===== src/rtl/tfmt_pkg.sv =====
package tfmt_pkg;
  localparam int WORD_W  = 36;
  localparam int FRAME_W = 8;
  localparam int IDX_W   = 4;

  typedef enum logic [1:0] {
    MODE_DUMP  = 2'd0,
    MODE_TRUNC = 2'd1,
    MODE_TEXT  = 2'd2,
    MODE_DENSE = 2'd3
  } pack_mode_e;

  // Byte k (0 = first in tape order) of the upper 32 bits of a word
  function automatic logic [FRAME_W-1:0] word_byte(input logic [WORD_W-1:0] w, input logic [1:0] k);
    case (k)
      2'd0:    return w[35:28];
      2'd1:    return w[27:20];
      2'd2:    return w[19:12];
      default: return w[11:4];
    endcase
  endfunction

  // Seven-bit field k of a word, first four fields
  function automatic logic [6:0] text_char(input logic [WORD_W-1:0] w, input logic [1:0] k);
    case (k)
      2'd0:    return w[35:29];
      2'd1:    return w[28:22];
      2'd2:    return w[21:15];
      default: return w[14:8];
    endcase
  endfunction

  function automatic logic [WORD_W-1:0] put_byte(input logic [WORD_W-1:0] w, input logic [1:0] k,
                                                 input logic [FRAME_W-1:0] b);
    logic [WORD_W-1:0] r;
    r = w;
    case (k)
      2'd0:    r[35:28] = b;
      2'd1:    r[27:20] = b;
      2'd2:    r[19:12] = b;
      default: r[11:4]  = b;
    endcase
    return r;
  endfunction

  function automatic logic [WORD_W-1:0] put_char(input logic [WORD_W-1:0] w, input logic [1:0] k,
                                                 input logic [6:0] c);
    logic [WORD_W-1:0] r;
    r = w;
    case (k)
      2'd0:    r[35:29] = c;
      2'd1:    r[28:22] = c;
      2'd2:    r[21:15] = c;
      default: r[14:8]  = c;
    endcase
    return r;
  endfunction
endpackage


===== src/rtl/tfmt_packer.sv =====
module tfmt_packer
  import tfmt_pkg::*;
(
  input  logic               clk,
  input  logic               rst_n,
  input  logic [1:0]         mode_sel,
  input  logic               in_word_valid,
  output logic               in_word_ready,
  input  logic [WORD_W-1:0]  in_word,
  input  logic               in_word_last,
  output logic               out_frame_valid,
  input  logic               out_frame_ready,
  output logic [FRAME_W-1:0] out_frame,
  output logic               out_frame_last
);
  logic              busy, rec_open, a_last, b_last, have_b;
  logic [IDX_W-1:0]  idx, last_idx, b_idx;
  logic [WORD_W-1:0] a_q, b_q;
  pack_mode_e        mode_q;
  logic              pair, wait_b, word_fire, frame_fire, at_end;

  // A pair is in flight in dense mode unless the first word closed the record
  assign pair     = (mode_q == MODE_DENSE) && !a_last;
  assign last_idx = (mode_q == MODE_TRUNC) ? 4'd3 : (pair ? 4'd8 : 4'd4);
  assign wait_b   = pair && !have_b && (idx == 4'd4);
  assign b_idx    = idx - 4'd5;
  assign at_end   = (idx == last_idx);

  assign out_frame_valid = busy && !wait_b;
  assign in_word_ready   = !busy || (pair && !have_b && (idx <= 4'd4));
  assign word_fire       = in_word_valid && in_word_ready;
  assign frame_fire      = out_frame_valid && out_frame_ready;
  assign out_frame_last  = at_end && (pair ? b_last : a_last);

  always_comb begin
    out_frame = word_byte(a_q, idx[1:0]);
    case (mode_q)
      MODE_DUMP:
        if (idx == 4'd4) out_frame = {4'b0000, a_q[3:0]};
      MODE_TEXT:
        if (idx == 4'd4) out_frame = {a_q[0], a_q[7:1]};
        else             out_frame = {1'b0, text_char(a_q, idx[1:0])};
      MODE_DENSE:
        if (idx == 4'd4)     out_frame = {a_q[3:0], pair ? b_q[35:32] : 4'b0000};
        else if (idx > 4'd4) out_frame = word_byte({b_q[31:0], 4'b0000}, b_idx[1:0]);
      default: ;
    endcase
  end

  always_ff @(posedge clk) begin
    if (!rst_n) begin
      busy     <= 1'b0;
      rec_open <= 1'b0;
      a_last   <= 1'b0;
      b_last   <= 1'b0;
      have_b   <= 1'b0;
      idx      <= '0;
      a_q      <= '0;
      b_q      <= '0;
      mode_q   <= MODE_DUMP;
    end else begin
      if (word_fire) begin
        if (!busy) begin
          busy   <= 1'b1;
          idx    <= '0;
          a_q    <= in_word;
          a_last <= in_word_last;
          have_b <= 1'b0;
          if (!rec_open) begin
            mode_q   <= pack_mode_e'(mode_sel);
            rec_open <= 1'b1;
          end
        end else begin
          b_q    <= in_word;
          b_last <= in_word_last;
          have_b <= 1'b1;
        end
      end
      if (frame_fire) begin
        if (at_end) begin
          busy   <= 1'b0;
          have_b <= 1'b0;
          idx    <= '0;
          if (out_frame_last) rec_open <= 1'b0;
        end else begin
          idx <= idx + 4'd1;
        end
      end
    end
  end

  p_frame_hold_r8: assert property (@(posedge clk) disable iff (!rst_n)
    out_frame_valid && !out_frame_ready |=> out_frame_valid && $stable(out_frame) && $stable(out_frame_last));
  p_dump_pad_r1: assert property (@(posedge clk) disable iff (!rst_n)
    out_frame_valid && mode_q == MODE_DUMP && idx == 4'd4 |-> out_frame[7:4] == 4'b0000);
  p_text_lead_r3: assert property (@(posedge clk) disable iff (!rst_n)
    out_frame_valid && mode_q == MODE_TEXT && idx < 4'd4 |-> !out_frame[7]);
  p_odd_tail_r5: assert property (@(posedge clk) disable iff (!rst_n)
    out_frame_valid && mode_q == MODE_DENSE && a_last && idx == 4'd4 |-> out_frame[3:0] == 4'b0000 && out_frame_last);
  p_mode_frozen_r7: assert property (@(posedge clk) disable iff (!rst_n)
    busy |=> $stable(mode_q));
  p_idx_bound_r4: assert property (@(posedge clk) disable iff (!rst_n)
    idx <= 4'd8);
endmodule


===== src/rtl/tfmt_unpacker.sv =====
module tfmt_unpacker
  import tfmt_pkg::*;
(
  input  logic               clk,
  input  logic               rst_n,
  input  logic [1:0]         mode_sel,
  input  logic               in_frame_valid,
  output logic               in_frame_ready,
  input  logic [FRAME_W-1:0] in_frame,
  input  logic               in_frame_last,
  output logic               out_word_valid,
  input  logic               out_word_ready,
  output logic [WORD_W-1:0]  out_word,
  output logic               out_word_last
);
  logic [IDX_W-1:0]  idx, b_idx;
  logic [WORD_W-1:0] asm_q, asm_d, word_c;
  pack_mode_e        mode_q, eff_mode;
  logic              rec_open, fire, complete, grp_end;

  assign eff_mode       = rec_open ? mode_q : pack_mode_e'(mode_sel);
  assign in_frame_ready = !out_word_valid || out_word_ready;
  assign fire           = in_frame_valid && in_frame_ready;
  assign b_idx          = idx - 4'd5;

  always_comb begin
    complete = 1'b0;
    grp_end  = 1'b0;
    word_c   = '0;
    asm_d    = asm_q;
    case (eff_mode)
      MODE_DUMP:
        if (idx == 4'd4) begin
          complete = 1'b1;
          grp_end  = 1'b1;
          word_c   = {asm_q[35:4], in_frame[3:0]};
        end else asm_d = put_byte(asm_q, idx[1:0], in_frame);
      MODE_TRUNC:
        if (idx == 4'd3) begin
          complete = 1'b1;
          grp_end  = 1'b1;
          word_c   = {asm_q[35:12], in_frame, 4'b0000};
        end else asm_d = put_byte(asm_q, idx[1:0], in_frame);
      MODE_TEXT:
        if (idx == 4'd4) begin
          complete = 1'b1;
          grp_end  = 1'b1;
          word_c   = {asm_q[35:8], in_frame[6:0], in_frame[7]};
        end else asm_d = put_char(asm_q, idx[1:0], in_frame[6:0]);
      default: begin
        if (idx < 4'd4) asm_d = put_byte(asm_q, idx[1:0], in_frame);
        else if (idx == 4'd4) begin
          complete      = 1'b1;
          grp_end       = in_frame_last;
          word_c        = {asm_q[35:4], in_frame[7:4]};
          asm_d[35:32]  = in_frame[3:0];
        end else if (idx == 4'd8) begin
          complete = 1'b1;
          grp_end  = 1'b1;
          word_c   = {asm_q[35:8], in_frame};
        end else begin
          asm_d = put_byte({asm_q[31:0], asm_q[35:32]}, b_idx[1:0], in_frame);
          asm_d = {asm_d[3:0], asm_d[35:4]};
        end
      end
    endcase
  end

  always_ff @(posedge clk) begin
    if (!rst_n) begin
      idx            <= '0;
      asm_q          <= '0;
      mode_q         <= MODE_DUMP;
      rec_open       <= 1'b0;
      out_word_valid <= 1'b0;
      out_word       <= '0;
      out_word_last  <= 1'b0;
    end else begin
      if (out_word_valid && out_word_ready) out_word_valid <= 1'b0;
      if (fire) begin
        asm_q <= asm_d;
        if (!rec_open) begin
          mode_q   <= eff_mode;
          rec_open <= 1'b1;
        end
        if (complete) begin
          out_word_valid <= 1'b1;
          out_word       <= word_c;
          out_word_last  <= in_frame_last;
        end
        if (in_frame_last) begin
          rec_open <= 1'b0;
          idx      <= '0;
        end else if (grp_end) idx <= '0;
        else                  idx <= idx + 4'd1;
      end
    end
  end

  p_word_hold_r8: assert property (@(posedge clk) disable iff (!rst_n)
    out_word_valid && !out_word_ready |=> out_word_valid && $stable(out_word) && $stable(out_word_last));
  p_trunc_zero_r2: assert property (@(posedge clk) disable iff (!rst_n)
    out_word_valid && mode_q == MODE_TRUNC |-> out_word[3:0] == 4'b0000);
  p_stall_in_r8: assert property (@(posedge clk) disable iff (!rst_n)
    out_word_valid && !out_word_ready |-> !in_frame_ready);
endmodule


===== src/rtl/tape_frame_fmt.sv =====
module tape_frame_fmt
  import tfmt_pkg::*;
(
  input  logic               clk,
  input  logic               rst_n,
  input  logic [1:0]         mode_sel,
  input  logic               in_word_valid,
  output logic               in_word_ready,
  input  logic [WORD_W-1:0]  in_word,
  input  logic               in_word_last,
  output logic               out_frame_valid,
  input  logic               out_frame_ready,
  output logic [FRAME_W-1:0] out_frame,
  output logic               out_frame_last,
  input  logic               in_frame_valid,
  output logic               in_frame_ready,
  input  logic [FRAME_W-1:0] in_frame,
  input  logic               in_frame_last,
  output logic               out_word_valid,
  input  logic               out_word_ready,
  output logic [WORD_W-1:0]  out_word,
  output logic               out_word_last
);
  tfmt_packer u_pack (
    .clk(clk), .rst_n(rst_n), .mode_sel(mode_sel),
    .in_word_valid(in_word_valid), .in_word_ready(in_word_ready),
    .in_word(in_word), .in_word_last(in_word_last),
    .out_frame_valid(out_frame_valid), .out_frame_ready(out_frame_ready),
    .out_frame(out_frame), .out_frame_last(out_frame_last)
  );

  tfmt_unpacker u_unpack (
    .clk(clk), .rst_n(rst_n), .mode_sel(mode_sel),
    .in_frame_valid(in_frame_valid), .in_frame_ready(in_frame_ready),
    .in_frame(in_frame), .in_frame_last(in_frame_last),
    .out_word_valid(out_word_valid), .out_word_ready(out_word_ready),
    .out_word(out_word), .out_word_last(out_word_last)
  );
endmodule


===== config.mk =====
export PLATFORM = sky130hd
export DESIGN_NAME = tape_frame_fmt
export DESIGN_NICKNAME = d
export VERILOG_FILES = /design/src/rtl/tfmt_pkg.sv /design/src/rtl/tfmt_packer.sv /design/src/rtl/tfmt_unpacker.sv /design/src/rtl/tape_frame_fmt.sv
export SDC_FILE = /design/constraint.sdc
export NUM_CORES = 1
export LEC_CHECK = 0
export ABC_CLOCK_PERIOD_IN_PS = 3300
export BUFFER_PORTS_ARGS = -buffer_cell sky130_fd_sc_hd__buf_2
export CORE_MARGIN = 1
export CORE_UTILIZATION = 30
export CTS_CLUSTER_SIZE = 10
export DETAILED_ROUTE_END_ITERATION = 10
export GPL_TIMING_DRIVEN = 0
export HOLD_SLACK_MARGIN = 0.08
export PLACE_DENSITY = 0.55
export SLEW_MARGIN = 5
export SYNTH_ARGS = -nofsm -noshare
export SYNTH_HDL_FRONTEND = slang
export SYNTH_SLANG_ARGS = --single-unit

===== constraint.sdc =====
create_clock -name clk -period 3.3 [get_ports clk]
set_input_delay 0.495 -clock clk [delete_from_list [all_inputs] [get_ports clk]]
set_output_delay 0.495 -clock clk [all_outputs]
set_load 0.02 [all_outputs]

==> run_results.csv, run 1 <==
group,metric,value,unit
cells_and_area,drive_gt1_share,16.98,%
clock_tree,cts_num_sinks,160,
die,io_pins,104,
synth,avgSynthCellArea,8.230,sq um
pwr,p_sw_share,30.36,%
synth,synth_compound_area_share,26.54,%
setup_path,cp_cell_sequence,"ha_1 -> a222oi_1 -> a21oi_1 -> a221o_1 -> a32o_1 -> buf_2",
pwr,power_frac_clock,42.9,%
grt,grt_usage,20.75,%
cells_and_area,nNetsFinal,1220,
run_status,outcome,"complete, no violations",
synth,synth-simple-area-share,17.93,%
die,die_height,170.1,um
synth,synthAdderAreaFrac,2.804,%
synth,synth_top_family_by_area,"compound AO/OA/AOI/OAI gates",
placement,dp_slack,0.1360,ns
clock_tree,htreeDepth,4,
setup_path,crit_family,"compound AO/OA/AOI/OAI gates",
drt,via_per_inst,5.408,
drt,routed_wl,29990,um
clock_tree,clock_path_buffers,2,
setup_path,required,2.80,ns
setup_path,path_max_fanout,8,
grt,grt_max_degree,18,
synth,netlist_area,8477,sq um
synth,synth_enable_flop_cells,0,
placement,port_buffers,99,
synth,syn-num-nets,1103,
synth,synth-seq-area-share,37.79,%
sta,fin_skew,0.01581,ns
sta,finalCriticalPeriod,3.190,ns
drt,ant_nets,0,
setup_path,cp-start-kind,"register",
setup_path,max_stage_delay,0.59,ns
synth,synth_flop_cell,"dfxtp_1",
grt,grt_pass1_vias,7772,
pwr,combPwrFrac,13.3,%
placement,post-dp-hpwl,22450,um
synth,synthMuxAreaShare,8.531,%
drt,initialDrtViolationCount,762,
pwr,p_seq_share,43.7,%
grt,antenna_found_initial,0,
die,num_rows,61,
sta,fin_crit_sh,96.68,%
clock_tree,cts_root_buf,"clkbuf_16",
sta,maxSlewHeadroom,36.66,%
die,die_w,170.1,um
sta,tightest_slew,0.9501,ns
grt,grt_pass1_wl,45590,um
clock_tree,clk_pin_slew,0.08,ns
die,dieArea,28930,sq um
clock_tree,tritoncts,"done",
sta,slew_violations,0,
sta,hold_ws,0.2879,ns
pwr,p_int,3.309,mW
synth,async_flop_share,0,%
drt,dr.pass1.iters,5,
pwr,cellPowerDensity,471.5,nW/um^2
cells_and_area,syn_to_final_growth,18.88,%
pwr,total_power,4.751,mW
synth,synth_area_leaders,"dfxtp_1 38%, mux2i_1 8.3%, nand2_1 6.8%",
cells_and_area,fin_util,36.27,%
synth,yosys.area.top_type,"dfxtp_1",
pwr,irDropWorstVdd,0.0002394,V
sta,hold_violations,0,
setup_path,slowest_stage,"a222oi_1",
die,placeableCoreArea,27780,sq um
clock_tree,clk_latency,0.45,ns
synth,synth_cells,1030,
sta,finalSetupViolCount,0,
setup_path,crit_arrival,2.70,ns
synth,synth_cell_types,65,
placement,gp_congestion,0.9041,
setup_path,critical_path.endpoint_type,"primary output",
synth,synth_xor_area_share,0,%
drt,wl_per_cell,19.50,um
sta,fmax,0.3134,GHz
clock_tree,hold_buffers,0,
cells_and_area,diodes,0,
sta,fin_tns_setup,0,ns
run,cap_violations,0,
drt,remaining_drc_errors,0,
die,initial_core_util,30.51,%
synth,synth-seq-cells,160,
clock_tree,cts_buffers,17,
setup_path,path_buf_inv,1,
drt,num_vias,8318,
pwr,switching_power,1.443,mW
pwr,p_leak,3.760,nW
synth,synth_top_area_share,37.79,%
synth,ys_warn_count,0,
sta,worst_slack,0.1096,ns
cells_and_area,layout_common_cells,"158 x dfxtp_1, 154 x nand2_1, 118 x buf_2",
min_path,hold_class,"input pin to register",
cells_and_area,final_common_cell,"dfxtp_1",
setup_path,worstSetupPathType,"register to primary output",
grt,gr-total-overflow,0,
## final cells by class
class,count,area (sq um)
buffer,90,462.9
clock buffer,17,425.4
clock inverter,15,170.2
fill,2962,17700
inverter,19,71.32
multi-input combinational,757,4748
sequential,160,3208
tap,378,473.0
timing repair buffer,102,518.0
## timing repair
action / in CTS / in global routing
pin swaps: 2 / 1
endpoints found under the setup margin: 8 / 7
resized for setup: 5 / 11
setup buffers: 3 / 0
## final timing paths
path | to | slack (ns) | from | cells after the start
worst min-delay path | u_pack.a_q[1] | 0.29 | in_word[1] | 3
worst max register to register | u_unpack.asm_q[14] | 0.31 | u_unpack.rec_open | 9
worst max-delay path | out_frame[4] | 0.11 | u_pack.idx[1] | 6
worst min register to register | u_unpack.out_word[14] | 0.46 | u_unpack.out_word[14] | 2
## layer usage
metal,share of wire [%],GRT usage [%]
met5,0,0
met1,46,27.69
met4,2.9,8.147
met2,45,33.11
met3,6.0,3.581
## power groups by stage
stage	logic, mW	clock network (mW)	registers (mW)
after floorplan	0.410	0	2.10
after global placement	0.621	0	2.12
after detailed placement	0.623	0	2.12
after CTS	0.627	2.06	2.08
after global routing	0.692	2.14	2.08
final	0.634	2.04	2.08
## cell usage after synthesis (5+ instances only)
cell type / instances
a311oi_1: 16
buf_2: 17
buf_1: 7
a211oi_1: 18
nor2_1: 90
o211a_1: 13
a211oi_2: 6
o2111ai_1: 5
dfxtp_1: 160
o21ai_0: 62
nand2b_1: 6
a222oi_1: 12
clkbuf_1: 55
inv_1: 17
and3_1: 5
nor4_1: 5
a31oi_1: 7
a21oi_1: 107
nor3_1: 11
mux2i_1: 70
buf_6: 11
nor2b_1: 12
o2111a_1: 7
ha_1: 19
nand2_1: 154
o211ai_1: 6
a22oi_1: 15
a32oi_1: 9
nand3b_1: 6
nand3_1: 39
## state kept, by name, summed over array words and instances, names as in the netlist
signal	flops
u_pack.a_q	36
u_pack.b_q	36
u_unpack.out_word	36
u_unpack.asm_q	32
u_pack.idx	4
u_unpack.idx	4
u_pack.mode_q	2
u_unpack.mode_q	2
u_pack.a_last	1
u_pack.b_last	1
u_pack.busy	1
u_pack.have_b	1
u_pack.rec_open	1
u_unpack.out_word_last	1
u_unpack.out_word_valid	1
u_unpack.rec_open	1
## tightest hold or removal path, delay by kind of cell
family	cells	cell delay (ns)
AOI/OAI and AO/OA	1	0.05
buffers and inverters	1	0.11
and+or+nand+nor	1	0.05
## stage by stage
| step | cell area (sq um) | instances |
|---|---|---|
| after floorplan | 8477 | 1030 |
| after global placement | 9445 | 1507 |
| after detailed placement | 9445 | 1507 |
| after CTS | 10060 | 1538 |
| after global routing | 10080 | 1538 |
| final | 10080 | 1538 |
## logic make-up after synthesis
kind of cell / count (synthesis)
AOI/OAI and AO/OA: 323
adders and majority gates: 19
buffers and inverters: 113
DFF: 160
muxes: 72
and+or+nand+nor: 343
(Power assumes the default switching activity.)
==> inputs of run 2 (changes only) <==
Settings changed: CELL_PAD_IN_SITES_DETAIL_PLACEMENT set to 1, CELL_PAD_IN_SITES_GLOBAL_PLACEMENT set to 2, PLACE_DENSITY 0.55 to 0.78.
==> run_results.csv, run 2 (synthesis results as in run 1) <==
group,metric,value,unit
run_status,outcome,"complete, no violations",
cells_and_area,final_common_cell,"dfxtp_1",
cells_and_area,drive_gt1_share,17.17,%
cells_and_area,fin_cells,1537,
clock_tree,cts_root_buf,"clkbuf_16",
setup_path,cp-start-kind,"register",
drt,dr.pass1.iters,7,
sta,fin_skew,0.01803,ns
cells_and_area,diodes,0,
pwr,total_power,4.883,mW
cells_and_area,syn_to_final_growth,19.54,%
die,dieArea,28930,sq um
clock_tree,clock_path_buffers,2,
drt,routed_wl,32600,um
pwr,p_int,3.518,mW
sta,finalCriticalPeriod,3.239,ns
sta,slew_violations,0,
cells_and_area,layout_common_cells,"158 x dfxtp_1, 154 x nand2_1, 117 x buf_2",
grt,grt_pass1_vias,8499,
die,placeableCoreArea,27780,sq um
pwr,p_seq_share,42.6,%
pwr,power_frac_clock,44.1,%
pwr,p_leak,3.794,nW
clock_tree,clk_pin_slew,0.07,ns
drt,num_vias,8333,
cells_and_area,nFillCells,3410,
drt,via_per_inst,5.422,
grt,grt_usage,23.12,%
sta,hold_ws,0.3058,ns
die,die_height,170.1,um
die,num_rows,61,
sta,finalSetupViolCount,0,
sta,maxSlewHeadroom,41.89,%
sta,rsz0062_at_grt,"no",
cells_and_area,nNetsFinal,1219,
placement,gp_congestion,0.8729,
placement,placed_area,9445,sq um
drt,initialDrtViolationCount,590,
pwr,p_sw_share,27.95,%
clock_tree,clk_latency,0.44,ns
pwr,switching_power,1.365,mW
setup_path,critical_path.endpoint_type,"primary output",
pwr,combPwrFrac,13.3,%
cells_and_area,final_cell_area,10130,sq um
min_path,hold_class,"input pin to register",
grt,gr-total-overflow,0,
clock_tree,htreeDepth,4,
setup_path,worstSetupPathType,"register to primary output",
setup_path,required,2.80,ns
setup_path,max_stage_delay,0.61,ns
pwr,irDropWorstVdd,0.0003547,V
placement,port_buffers,99,
clock_tree,tritoncts,"done",
setup_path,slowest_stage,"a222oi_1",
sta,fin_crit_sh,98.14,%
die,io_pins,104,
drt,remaining_drc_errors,0,
placement,dp.cells,1507,
die,die_w,170.1,um
setup_path,path_max_fanout,8,
sta,fmax,0.3088,GHz
grt,grt_pass1_wl,50410,um
placement,post-dp-hpwl,24700,um
cells_and_area,reg_top3,"u_pack.a_q x36, u_pack.b_q x36, u_unpack.out_word x36",
grt,grt_max_degree,17,
clock_tree,cts_buffers,17,
pwr,cellPowerDensity,481.9,nW/um^2
drt,ant_nets,0,
setup_path,crit_arrival,2.74,ns
clock_tree,hold_buffers,0,
drt,wl_per_cell,21.21,um
setup_path,cp_cell_sequence,"ha_1 -> a222oi_1 -> a21oi_1 -> a221o_1 -> a32o_1 -> buf_2",
run,cap_violations,0,
clock_tree,cts_num_sinks,160,
grt,antenna_found_initial,0,
sta,tightest_slew,0.8716,ns
die,initial_core_util,30.51,%
sta,hold_violations,0,
-- run 2: changes by cell type in the layout (fill, tap and decap cells not counted), moves of 2 or more --
cell	before	now
clkinv_4	3	1
inv_2	2	4
inv_1	17	15
clkinv_8	2	0
bufinv_16	1	3
inv_8	2	0
clkbuf_8	0	4
clkbuf_4	0	2
-- run 2: area by class of cell --
type,count,area [sq um],area share (%)
Multi-Input combinational cell,757,4773,47.10
Sequential cell,160,3206,31.63
Tap cell,378,473.0,4.667
Clock buffer,22,484.2,4.778
Buffer,90,469.2,4.630
Timing Repair Buffer,101,510.5,5.038
Inverter,19,71.32,0.7038
Clock inverter,10,146.4,1.445
-- run 2: through the flow --
stage	setup TNS, ns	util [%]	setup WS (ns)
after global placement	-0.0003288	34.00	-0.0003288
after CTS	0	36.31	0.009051
after global routing	0	36.48	0.001440
after detailed placement	0	34.00	0.06004
final	0	36.48	0.06143
after floorplan	0	-	0.6603
-- run 2: worst paths after layout --
path                               from               endpoint  slack (ns)  depth (start not counted)
setup / recovery          u_pack.idx[0]           out_frame[4]        0.06                          6
hold / removal               in_word[2]          u_pack.a_q[2]        0.31                          3
setup reg to reg      u_unpack.rec_open  u_unpack.out_word[24]        0.30                          9
hold reg to reg   u_unpack.out_word[23]  u_unpack.out_word[23]        0.46                          2
-- run 2: what timing repair did --
item,in CTS,in global routing
pin swaps,2,0
setup buffers,2,0
cloned,0,0
resized for setup,8,15
setup endpoints to repair,8,17
-- run 2: worst max-delay path: cells and delay by family (launching register included) --
kind	cells	cell delay [ns]
AOI/OAI and AO/OA	4	1.40
DFF	1	0.39
adders and majority gates	1	0.36
buffers and inverters	1	0.16
-- run 2: power groups by stage --
stage	Clock [mW]	Sequential, mW	Combinational [mW]
floorplan	0	2.10	0.410
global placement	0	2.12	0.631
detailed placement	0	2.12	0.638
CTS	2.20	2.08	0.642
global route	2.29	2.09	0.707
finish	2.16	2.08	0.648
-- run 2: layer usage --
metal / wire length (um) / track usage [%]
met2: 15030 / 37.94
met1: 14960 / 30.04
met3: 1895 / 4.860
met4: 714 / 7.599
met5: 0 / 0
